$ cat config.mk
export PLATFORM = sky130hd
export DESIGN_NAME = cycle_strobe_gen
export DESIGN_NICKNAME = d
export VERILOG_FILES = /design/src/rtl/csg_pkg.sv /design/src/rtl/csg_phase_seq.sv /design/src/rtl/csg_wr_gate.sv /design/src/rtl/cycle_strobe_gen.sv
export SDC_FILE = /design/constraint.sdc
export NUM_CORES = 1
export LEC_CHECK = 0
export BUFFER_PORTS_ARGS = -buffer_cell sky130_fd_sc_hd__buf_4
export CAP_MARGIN = 20
export CORE_AREA = 2 2 39 41
export DETAILED_ROUTE_END_ITERATION = 16
export DIE_AREA = 0 0 41 43
export HOLD_SLACK_MARGIN = 0.02
export PLACE_DENSITY = 0.41
export SLEW_MARGIN = 5
export SYNTH_ARGS = -nofsm -noshare
export SYNTH_HDL_FRONTEND = slang
export SYNTH_SLANG_ARGS = --single-unit
export TNS_END_PERCENT = 1
$ cat constraint.sdc
create_clock -name clk_ref -period 1.42 [get_ports clk_ref]
set_input_delay 0.213 -clock clk_ref [delete_from_list [all_inputs] [get_ports clk_ref]]
set_output_delay 0.213 -clock clk_ref [all_outputs]
set_load 0.01 [all_outputs]
$ cat src/rtl/csg_pkg.sv
package csg_pkg;
  // Number of phases in one CPU cycle for a given counter width
  function automatic int unsigned num_phases(input int unsigned w);
    return 32'd1 << w;
  endfunction

  // First phase of the strobe window (3/4 of the cycle)
  function automatic int unsigned strobe_first(input int unsigned w);
    return (num_phases(w) * 3) / 4;
  endfunction

  // First phase after the strobe window (7/8 of the cycle)
  function automatic int unsigned strobe_after(input int unsigned w);
    return (num_phases(w) * 7) / 8;
  endfunction

  // Phase at whose end the write request is captured (mid-cycle)
  function automatic int unsigned sample_at(input int unsigned w);
    return num_phases(w) / 2;
  endfunction

  // CPU clock level for a phase: high in the first half
  function automatic logic clk_level(input int unsigned p, input int unsigned w);
    return p < (num_phases(w) / 2);
  endfunction

  // Phase lies in the write window
  function automatic logic in_window(input int unsigned p, input int unsigned w);
    return (p >= strobe_first(w)) && (p < strobe_after(w));
  endfunction
endpackage

$ cat src/rtl/csg_phase_seq.sv
module csg_phase_seq
  import csg_pkg::*;
#(
  parameter int unsigned PHASE_W = 3
) (
  input  logic               clk_ref,
  input  logic               rst,
  input  logic               io_halt,
  output logic [PHASE_W-1:0] phase_q,
  output logic [PHASE_W-1:0] phase_nx,
  output logic               cpu_clk_q
);
  logic restart;

  assign restart = rst | io_halt;

  always_comb begin
    if (restart) phase_nx = '0;
    else         phase_nx = phase_q + 1'b1;
  end

  always_ff @(posedge clk_ref) begin
    phase_q   <= phase_nx;
    cpu_clk_q <= clk_level(int'(phase_nx), PHASE_W);
  end
endmodule

$ cat src/rtl/csg_wr_gate.sv
module csg_wr_gate
  import csg_pkg::*;
#(
  parameter int unsigned PHASE_W = 3
) (
  input  logic               clk_ref,
  input  logic               rst,
  input  logic               io_halt,
  input  logic               mem_wr_req,
  input  logic [PHASE_W-1:0] phase_q,
  input  logic [PHASE_W-1:0] phase_nx,
  output logic               sample_evt,
  output logic               req_held,
  output logic               wr_strobe_n_q
);
  localparam int unsigned SAMPLE_PH = sample_at(PHASE_W);

  logic restart;
  logic req_nx;
  logic open_nx;

  assign restart    = rst | io_halt;
  assign sample_evt = !restart && (int'(phase_q) == SAMPLE_PH);

  always_comb begin
    if (restart)         req_nx = 1'b0;
    else if (sample_evt) req_nx = mem_wr_req;
    else                 req_nx = req_held;
  end

  assign open_nx = req_nx && in_window(int'(phase_nx), PHASE_W);

  always_ff @(posedge clk_ref) begin
    req_held      <= req_nx;
    wr_strobe_n_q <= !open_nx;
  end
endmodule

$ cat src/rtl/cycle_strobe_gen.sv
module cycle_strobe_gen
  import csg_pkg::*;
#(
  parameter int unsigned PHASE_W = 3
) (
  input  logic               clk_ref,
  input  logic               rst,
  input  logic               io_halt,
  input  logic               mem_wr_req,
  output logic               cpu_clk,
  output logic               wr_strobe_n,
  output logic [PHASE_W-1:0] phase
);
  logic [PHASE_W-1:0] phase_q;
  logic [PHASE_W-1:0] phase_nx;
  logic               cpu_clk_q;
  logic               sample_evt;
  logic               req_held;
  logic               wr_strobe_n_q;

  csg_phase_seq #(.PHASE_W(PHASE_W)) u_seq (
    .clk_ref   (clk_ref),
    .rst       (rst),
    .io_halt   (io_halt),
    .phase_q   (phase_q),
    .phase_nx  (phase_nx),
    .cpu_clk_q (cpu_clk_q)
  );

  csg_wr_gate #(.PHASE_W(PHASE_W)) u_gate (
    .clk_ref       (clk_ref),
    .rst           (rst),
    .io_halt       (io_halt),
    .mem_wr_req    (mem_wr_req),
    .phase_q       (phase_q),
    .phase_nx      (phase_nx),
    .sample_evt    (sample_evt),
    .req_held      (req_held),
    .wr_strobe_n_q (wr_strobe_n_q)
  );

  assign cpu_clk     = cpu_clk_q;
  assign wr_strobe_n = wr_strobe_n_q;
  assign phase       = phase_q;
endmodule

# Word level (Yosys, flattened, before mapping)
# Cells that the tools add are included.
# op_classes
mux	3
n_reduce_logical	5
n_eq_ne	1
n_bitwise	1
addsub	1
n_lt_le_gt_ge	3
# op_table
cell	count
$lt 3x3->1 const B	2
$add 3x1->3 const B	1
$eq 3x3->1 const B	1
$ge 3x3->1 const B	1
$logic_and 1x1->1	3
$mux 3	1
$logic_not 1->1	2
$mux 1	2
$or 1x1->1	1
# word_totals
word_cells	18
out_inout_bits	5
inputBits	4
reg_bits	6

# Logic depth before layout (Yosys ltp)
# Gate-level depths: netlist of run 1.
# logic_depth
ltp_word	7
mapped_depth	4
ltp_nobuf	4

# Cells and area by module
# Synthesis of run 1 repeated with hierarchy kept, for this count alone.
# hier_totals
hier_cells	18
hier_area_um2	215.2
# modules_own_cells
module	area_per_inst_um2	seq_area_each_um2	cells_per_inst	instances
csg_phase_seq	125.1	80.1	10	1
csg_wr_gate	90.1	40.0	8	1

# Least setup slack after synthesis of run 1
# Ideal clock, no wire load.
# synth_path
path_kind	reg-to-reg
start	register u_seq.phase_q[0]
end	register u_gate.req_held
path_stages_with_launch	5
required_time_ns	1.305
slack_ns	0.287
n_path_buf	0
arrival_ns	1.019
setup_ns	0.115
path_cell_list	dfxtp_1 -> inv_1 -> ha_1 -> and3_2 -> o21a_1
# synth_between
elab_chain_cells	4
# synth_rtl
element	line	rtl
start, declared	csg_phase_seq.sv:9	output logic [PHASE_W-1:0] phase_q,
start signal, assigned	csg_phase_seq.sv:23	phase_q <= phase_nx;
$eq 3x3->1	csg_wr_gate.sv:23	assign sample_evt = !restart && (int'(phase_q) == SAMPLE_PH);
$logic_and 1x1->1	csg_wr_gate.sv:23	
$mux 1	csg_wr_gate.sv:27	else if (sample_evt) req_nx = mem_wr_req;
$mux 1	csg_wr_gate.sv:26	if (restart) req_nx = 1'b0;
net u_gate.req_nx	csg_wr_gate.sv:19	logic req_nx;
end signal, assigned	csg_wr_gate.sv:34	req_held <= req_nx;
end, declared	csg_wr_gate.sv:13	output logic req_held,
# The timed path passes the listed nets, and every way through them passes these cells.

# Worst setup path in the final report of run 1
# layout_path
start	register u_seq.phase_q[0]
end	register u_gate.wr_strobe_n_q
# layout_between
elab_chain_cells	6
# layout_rtl
element	line	rtl
$add 3x1->3 / $eq 3x3->1 (equally long branches)	csg_phase_seq.sv:19, csg_wr_gate.sv:23	
$mux 3 / $logic_and 1x1->1 (equally long branches)	csg_phase_seq.sv:18, csg_wr_gate.sv:23	
$ge 3x3->1, or another cell as far along	csg_pkg.sv:29	return (p >= strobe_first(w)) && (p < strobe_after(w));
$logic_and 1x1->1 / $mux 1 (equally long branches)	csg_pkg.sv:29, csg_wr_gate.sv:26	
$logic_and 1x1->1 (*)	csg_wr_gate.sv:31	assign open_nx = req_nx && in_window(int'(phase_nx), PHASE_W);
$logic_not 1->1 (*)	csg_wr_gate.sv:35	wr_strobe_n_q <= !open_nx;
end signal, assigned	csg_wr_gate.sv:35	
end, declared	csg_wr_gate.sv:14	output logic wr_strobe_n_q
# Mark *: on every way between the ends. The rest lies on a longest branch, timed or not.

==> results.md, run 1 <==
* Buf+Inv Stages, Crit Path at 1
* Number of diodes at 0
* Post-Layout Inst Area at 326.6 sq um
* Post-CTS sizing at 0
* Via density at 3.766
* Post-synth top cells: dfxtp_1 (6), ha_1 (2), inv_1 (2)
* Initial antenna violation count at 0
* CTS clk-pin slew, worst paths at 50 ps
* Congestion Overflow GR at 0
* First-pass GRT wire length at 772 microns
* Outcome: completed
* Slowest CP cell: dfxtp_1
* Routability cong. at 0.7169
* Cell taking the most area after synthesis: dfxtp_1
* Leak at 0.1493 nW
* I/O Buffers at 8
* Synth area leaders: dfxtp_1 (54%), ha_1 (11%), nor3b_2 (5.6%)
* Yosys Warn Count at 0
* Layout Utilization at 0.2360
* PwrDens at 1084 nW/um^2
* RSZ-0062 raised after global routing: false
* Synth top area share at 0.5363
* Max cap viols at 0
* Largest delay share family, worst path: compound AO/OA/AOI/OAI gates
* Routed len/inst at 8.979 microns
* Req. time, crit path at 1530 ps
* Slowest Stage Delay on Critical Path at 380 ps
* Rows at 14
* Crit-path cells: inv_1, ha_1, a21boi_0, o2111ai_1
* CTS Buf Count at 3
* Met3 Track Usage GR at 0.05236
* Slew Viols, Final at 0
* Final Skew at 8.035 ps
* Post-cts hold buffer count at 0
* Post-DP Area at 304.0 sq um
* Initial DRC Count at 3
* Pin count of the biggest net entering global routing at 6
* Core area at 1384 sq um
* Worst slew margin at 0.8034
* Mapped Area at 224.0 sq um
* Initial Utilization at 0.1618
* Arrival @ worst endpoint at 1320 ps
* Final wirelength at 422 microns
* Post-DP HPWL at 344.5 microns
* Hold/Removal Path Class: primary input to register
* Post-CTS setup buffers at 0
* Residual DRC count at 0
* Syn Nets at 26
* Syn_area_per_cell at 11.20 sq um
* ANT nets after route at 0
* Crit share post-route at 0.8530
* Worst skew pair latency at 240 ps
* Post-synthesis sequential area ratio at 0.5363
* Die Y at 43 microns
* Syn-to-layout area delta at 45.81%
* Crit Path Max Fanout at 5
* Max Fclk at 0.8256 GHz
* Final setup fails at 0
* Vias in the first global route at 168
* Synth Flop Type: dfxtp_1
* VDD IR max at 0.3366 mV
* DRT Pass-1 Iters at 2
* Synth unique cells at 13
* Most numerous cell in the Yosys netlist: dfxtp_1
* Final Hold Viols at 0
* Yosys reg bits at 6
* Slack of the critical path at 208.8 ps
* Top Usage Layer GRT: met1
* Number of synthesized flops with an enable pin at 0
* Tot Pwr at 354.0 uW
* Clock tree sinks at 6
* Worst Setup Path Type: register to register
* Filler cells at 144
* Pre-CTS WS at 224.3 ps
* Aggregate global-route resource usage at 0.07035
* Startpoint types: register
* Ys async rst share at 0
* Ports at 9
* M2 GR Usage at 0.07188
* Final worst path period need at 1211 ps
* Layout cell share with drive strength beyond 1 at 0.4194
* Die area at 1763 sq um
* Worst setup EP type: register
* Layout Nets at 39
* Die X at 41 microns
* Total Neg Setup Slack at 0 ps
* CTS tree: built
* CTS root buffer: clkbuf_4
* Max clock buf depth at 2
* CTS H-tree lvls at 1
* Cells after Synth at 20
* Via count at 177
* Slew @ Worst Pin at 292.2 ps
* Met1 GRT Util at 0.09032
-- cell usage in the layout (no fill, tap or decap) --
cell type,instances
a21boi_0,1
and2_1,1
and3_2,1
buf_4,8
clkbuf_4,3
dfxtp_1,6
ha_1,2
inv_1,2
nand2_1,1
nor2_1,1
nor3_1,1
nor3b_2,1
o2111ai_1,1
o21a_1,1
xor2_1,1
-- flip-flops by register name (all words and copies together), names as in the netlist --
register              count
u_seq.phase_q             3
u_gate.req_held           1
u_gate.wr_strobe_n_q      1
u_seq.cpu_clk_q           1
-- kinds of logic (layout without fill, tap and decap cells) --
group | Yosys count | count (layout) | synth area share
xor+xnor | 1 | 1 | 0.03911
compound gates | 3 | 3 | 0.1062
flops | 6 | 6 | 0.5363
fa+ha+maj | 2 | 2 | 0.1117
buf+inv | 2 | 13 | 0.03353
simple gates | 6 | 6 | 0.1732
-- final timing paths --
path	start	end	slack (ps)	cells after the start
max	u_seq.phase_q[0]$_DFF_P_	u_gate.wr_strobe_n_q$_DFF_P_	210	4
min reg2reg	u_seq.phase_q[0]$_DFF_P_	u_gate.wr_strobe_n_q$_DFF_P_	470	1
min	rst	u_seq.phase_q[0]$_DFF_P_	150	2
max reg2reg	u_seq.phase_q[0]$_DFF_P_	u_gate.wr_strobe_n_q$_DFF_P_	210	4
-- layout make-up --
type                       instances  area, sq um  area share
clock buffer                       3        22.52     0.06897
tap                               16        20.02     0.06130
sequential                         6        120.1      0.3678
inverter                           2        7.507     0.02299
multi-input combinational         12        96.34      0.2950
timing repair buffer               8        60.06      0.1839
-- layer usage --
layer  vias up  wire, microns
met4         0              0
met3         0             57
li1         91              -
met2         9            155
met5         -              0
met1        77            209
-- report_power, final --
part / switching [mW] / internal, mW / leakage [nW]
sequential: 0.00299 / 0.172 / 0.0487
combinational: 0.00968 / 0.0128 / 0.0868
clock: 0.0611 / 0.0956 / 0.0138
total: 0.0738 / 0.280 / 0.149
-- metrics by stage --
| stage | hold slack (ps) | instances |
|---|---|---|
| after floorplan | 284.1 | 20 |
| after detailed placement | 402.9 | 44 |
| final | 146.4 | 47 |
| after global routing | 154.6 | 47 |
| after global placement | 398.6 | 44 |
| after CTS | 134.5 | 47 |
No activity file was read; power rests on OpenSTA's default activity.
==> run 2: changes to the inputs <==
--- a/config.mk
+++ b/config.mk
@@ -12,6 +12,7 @@
 export DIE_AREA = 0 0 41 43
 export HOLD_SLACK_MARGIN = 0.02
 export PLACE_DENSITY = 0.41
+export RECOVER_POWER = 100
 export SLEW_MARGIN = 5
 export SYNTH_ARGS = -nofsm -noshare
 export SYNTH_HDL_FRONTEND = slang
==> run 2 against run 1 <==
Net effect:
- sequential share of layout area rose by 2.9 points
- final cell count unchanged
- sequential power barely moved
- via count rose by 1.1%
- non-clock buffer count stayed put
- critical endpoint unchanged
- highest routed layer unchanged
- die area is the same
- utilization is 1.7 points lower
- combinational power shrank 13%
- critical path depth is the same
==> results.md, run 2 (synthesis gave the netlist of run 1 again) <==
* Outcome: completed
* Via density at 3.809
* RR Endpoint: u_gate.wr_strobe_n_q$_DFF_P_
* CTS H-tree lvls at 1
* Max reg flops at 3
* Worst Setup Path Type: register to register
* Crit-path cells: inv_1, ha_1, nor3b_1, o2111ai_1
* Largest delay share family, worst path: flip-flops
* RSZ-0062 raised after global routing: false
* Slowest CP cell: dfxtp_1
* Congestion Overflow GR at 0
* Initial DRC Count at 5
* Crit share post-route at 0.8818
* Via count at 179
* PwrDens at 1154 nW/um^2
* Residual DRC count at 0
* Post-DP HPWL at 344.5 microns
* CTS Buf Count at 3
* Die X at 41 microns
* Critical path depth at 4
* R2R depth at 4
* Number of diodes at 0
* Max clock buf depth at 2
* Routed len/inst at 9.149 microns
* Post-cts hold buffer count at 0
* Vias in the first global route at 168
* Dpl cells at 44
* Final Hold Viols at 0
* Total Neg Setup Slack at 0 ps
* Final worst path period need at 1252 ps
* First-pass GRT wire length at 772 microns
* Syn-to-layout area delta at 35.20%
* Rows at 14
* Req. time, crit path at 1520 ps
* Worst skew pair latency at 240 ps
* Worst setup path startpoint: u_seq.phase_q[0]$_DFF_P_
* ANT nets after route at 0
* Final Instance Count excl. Fillers at 47
* Filler cells at 152
* Buf+Inv Stages, Crit Path at 1
* Worst setup EP type: register
* DRT Pass-1 Iters at 2
* Reg2reg start: u_seq.phase_q[0]$_DFF_P_
* Worst slew margin at 0.8046
* Post-CTS setup buffers at 0
* Final setup fails at 0
* Layout cell share with drive strength beyond 1 at 0.2258
* Post-CTS sizing at 0
* Pin count of the biggest net entering global routing at 6
* Slowest Stage Delay on Critical Path at 380 ps
* Crit Path Max Fanout at 5
* Leak at 0.1284 nW
* Core area at 1384 sq um
* Aggregate global-route resource usage at 0.07035
* Slew Viols, Final at 0
* Slew @ Worst Pin at 290.5 ps
* VDD IR max at 0.3305 mV
* I/O Buffers at 8
* Routability cong. at 0.7169
* R2R Setup Slk at 170 ps
* Initial Utilization at 0.1618
* CTS clk-pin slew, worst paths at 50 ps
* Arrival @ worst endpoint at 1360 ps
* Commonest non-fill, non-tap cell in the layout: dfxtp_1
* Hold_sp: rst
* Ports at 9
* Most frequent cells in the layout: dfxtp_1 (6), clkbuf_1 (5), clkbuf_4 (3), buf_4 (3)
* Initial antenna violation count at 0
* Final Skew at 6.495 ps
* Max Fclk at 0.7986 GHz
* Die Y at 43 microns
* Most flop-heavy register: u_seq.phase_q
* Max cap viols at 0
* Critical path destination: u_gate.wr_strobe_n_q$_DFF_P_
* Startpoint types: register
* CTS root buffer: clkbuf_4
* CTS tree: built
* Tot Pwr at 349.5 uW
* Die area at 1763 sq um
* Layout Nets at 39
* Hold/Removal Path Class: primary input to register
* Final wirelength at 430 microns
* Clock tree sinks at 6
[run 2: changes by cell type in the layout (fill, tap and decap cells not counted)]
cell / change
buf_4: -5
and2_1: -1
nor3b_2: -1
clkbuf_1: +5
and2_0: +1
nor3b_1: +1
[run 2: area by class of cell]
type / instances / area [sq um] / share of cell area
tap: 16 / 20.02 / 0.06612
inverter: 2 / 7.507 / 0.02479
clock buffer: 3 / 22.52 / 0.07438
timing repair buffer: 8 / 41.29 / 0.1364
multi-input combinational: 12 / 91.34 / 0.3017
sequential: 6 / 120.1 / 0.3967
[run 2: routing by layer]
layer	up-vias	track usage	share of wire
met4	0	0.06000	0
met3	0	0.05236	0.13
met2	9	0.07188	0.37
li1	91	-	-
met5	-	0	0
met1	79	0.09032	0.50
[run 2: worst min-delay path by stage]
stage	end	slack (ps)	depth (start not counted)
2_1_floorplan	u_seq.phase_q[0]$_DFF_P_	280	1
3_3_place_gp	u_seq.phase_q[0]$_DFF_P_	400	2
3_5_place_dp	u_seq.phase_q[0]$_DFF_P_	400	2
4_1_cts	u_seq.phase_q[0]$_DFF_P_	130	2
5_1_grt	u_seq.phase_q[0]$_DFF_P_	150	2
6_report	u_seq.phase_q[0]$_DFF_P_	140	2
[run 2: stage by stage]
step | setup WS (ps) | hold WS, ps | utilization | instance area (sq um)
after floorplan | 286.9 | 284.1 | - | 224.0
after global placement | 250.3 | 398.6 | 0.2197 | 304.0
after detailed placement | 224.3 | 402.9 | 0.2197 | 304.0
after CTS | 214.1 | 134.5 | 0.2360 | 326.6
after global routing | 22.92 | 147.6 | 0.2188 | 302.8
final | 167.9 | 141.9 | 0.2188 | 302.8
[run 2: worst register-to-register path, cell delays in order (launching register included)]
cell       delay (ps)
dfxtp_1           380
inv_1              60
ha_1              270
nor3b_1           240
o2111ai_1         160
[run 2: power breakdown]
group / switching (mW) / total [mW] / leakage [nW] / internal (mW)
Combinational: 0.00936 / 0.0195 / 0.0659 / 0.0102
Clock: 0.0597 / 0.155 / 0.0138 / 0.0955
Sequential: 0.00288 / 0.175 / 0.0487 / 0.172
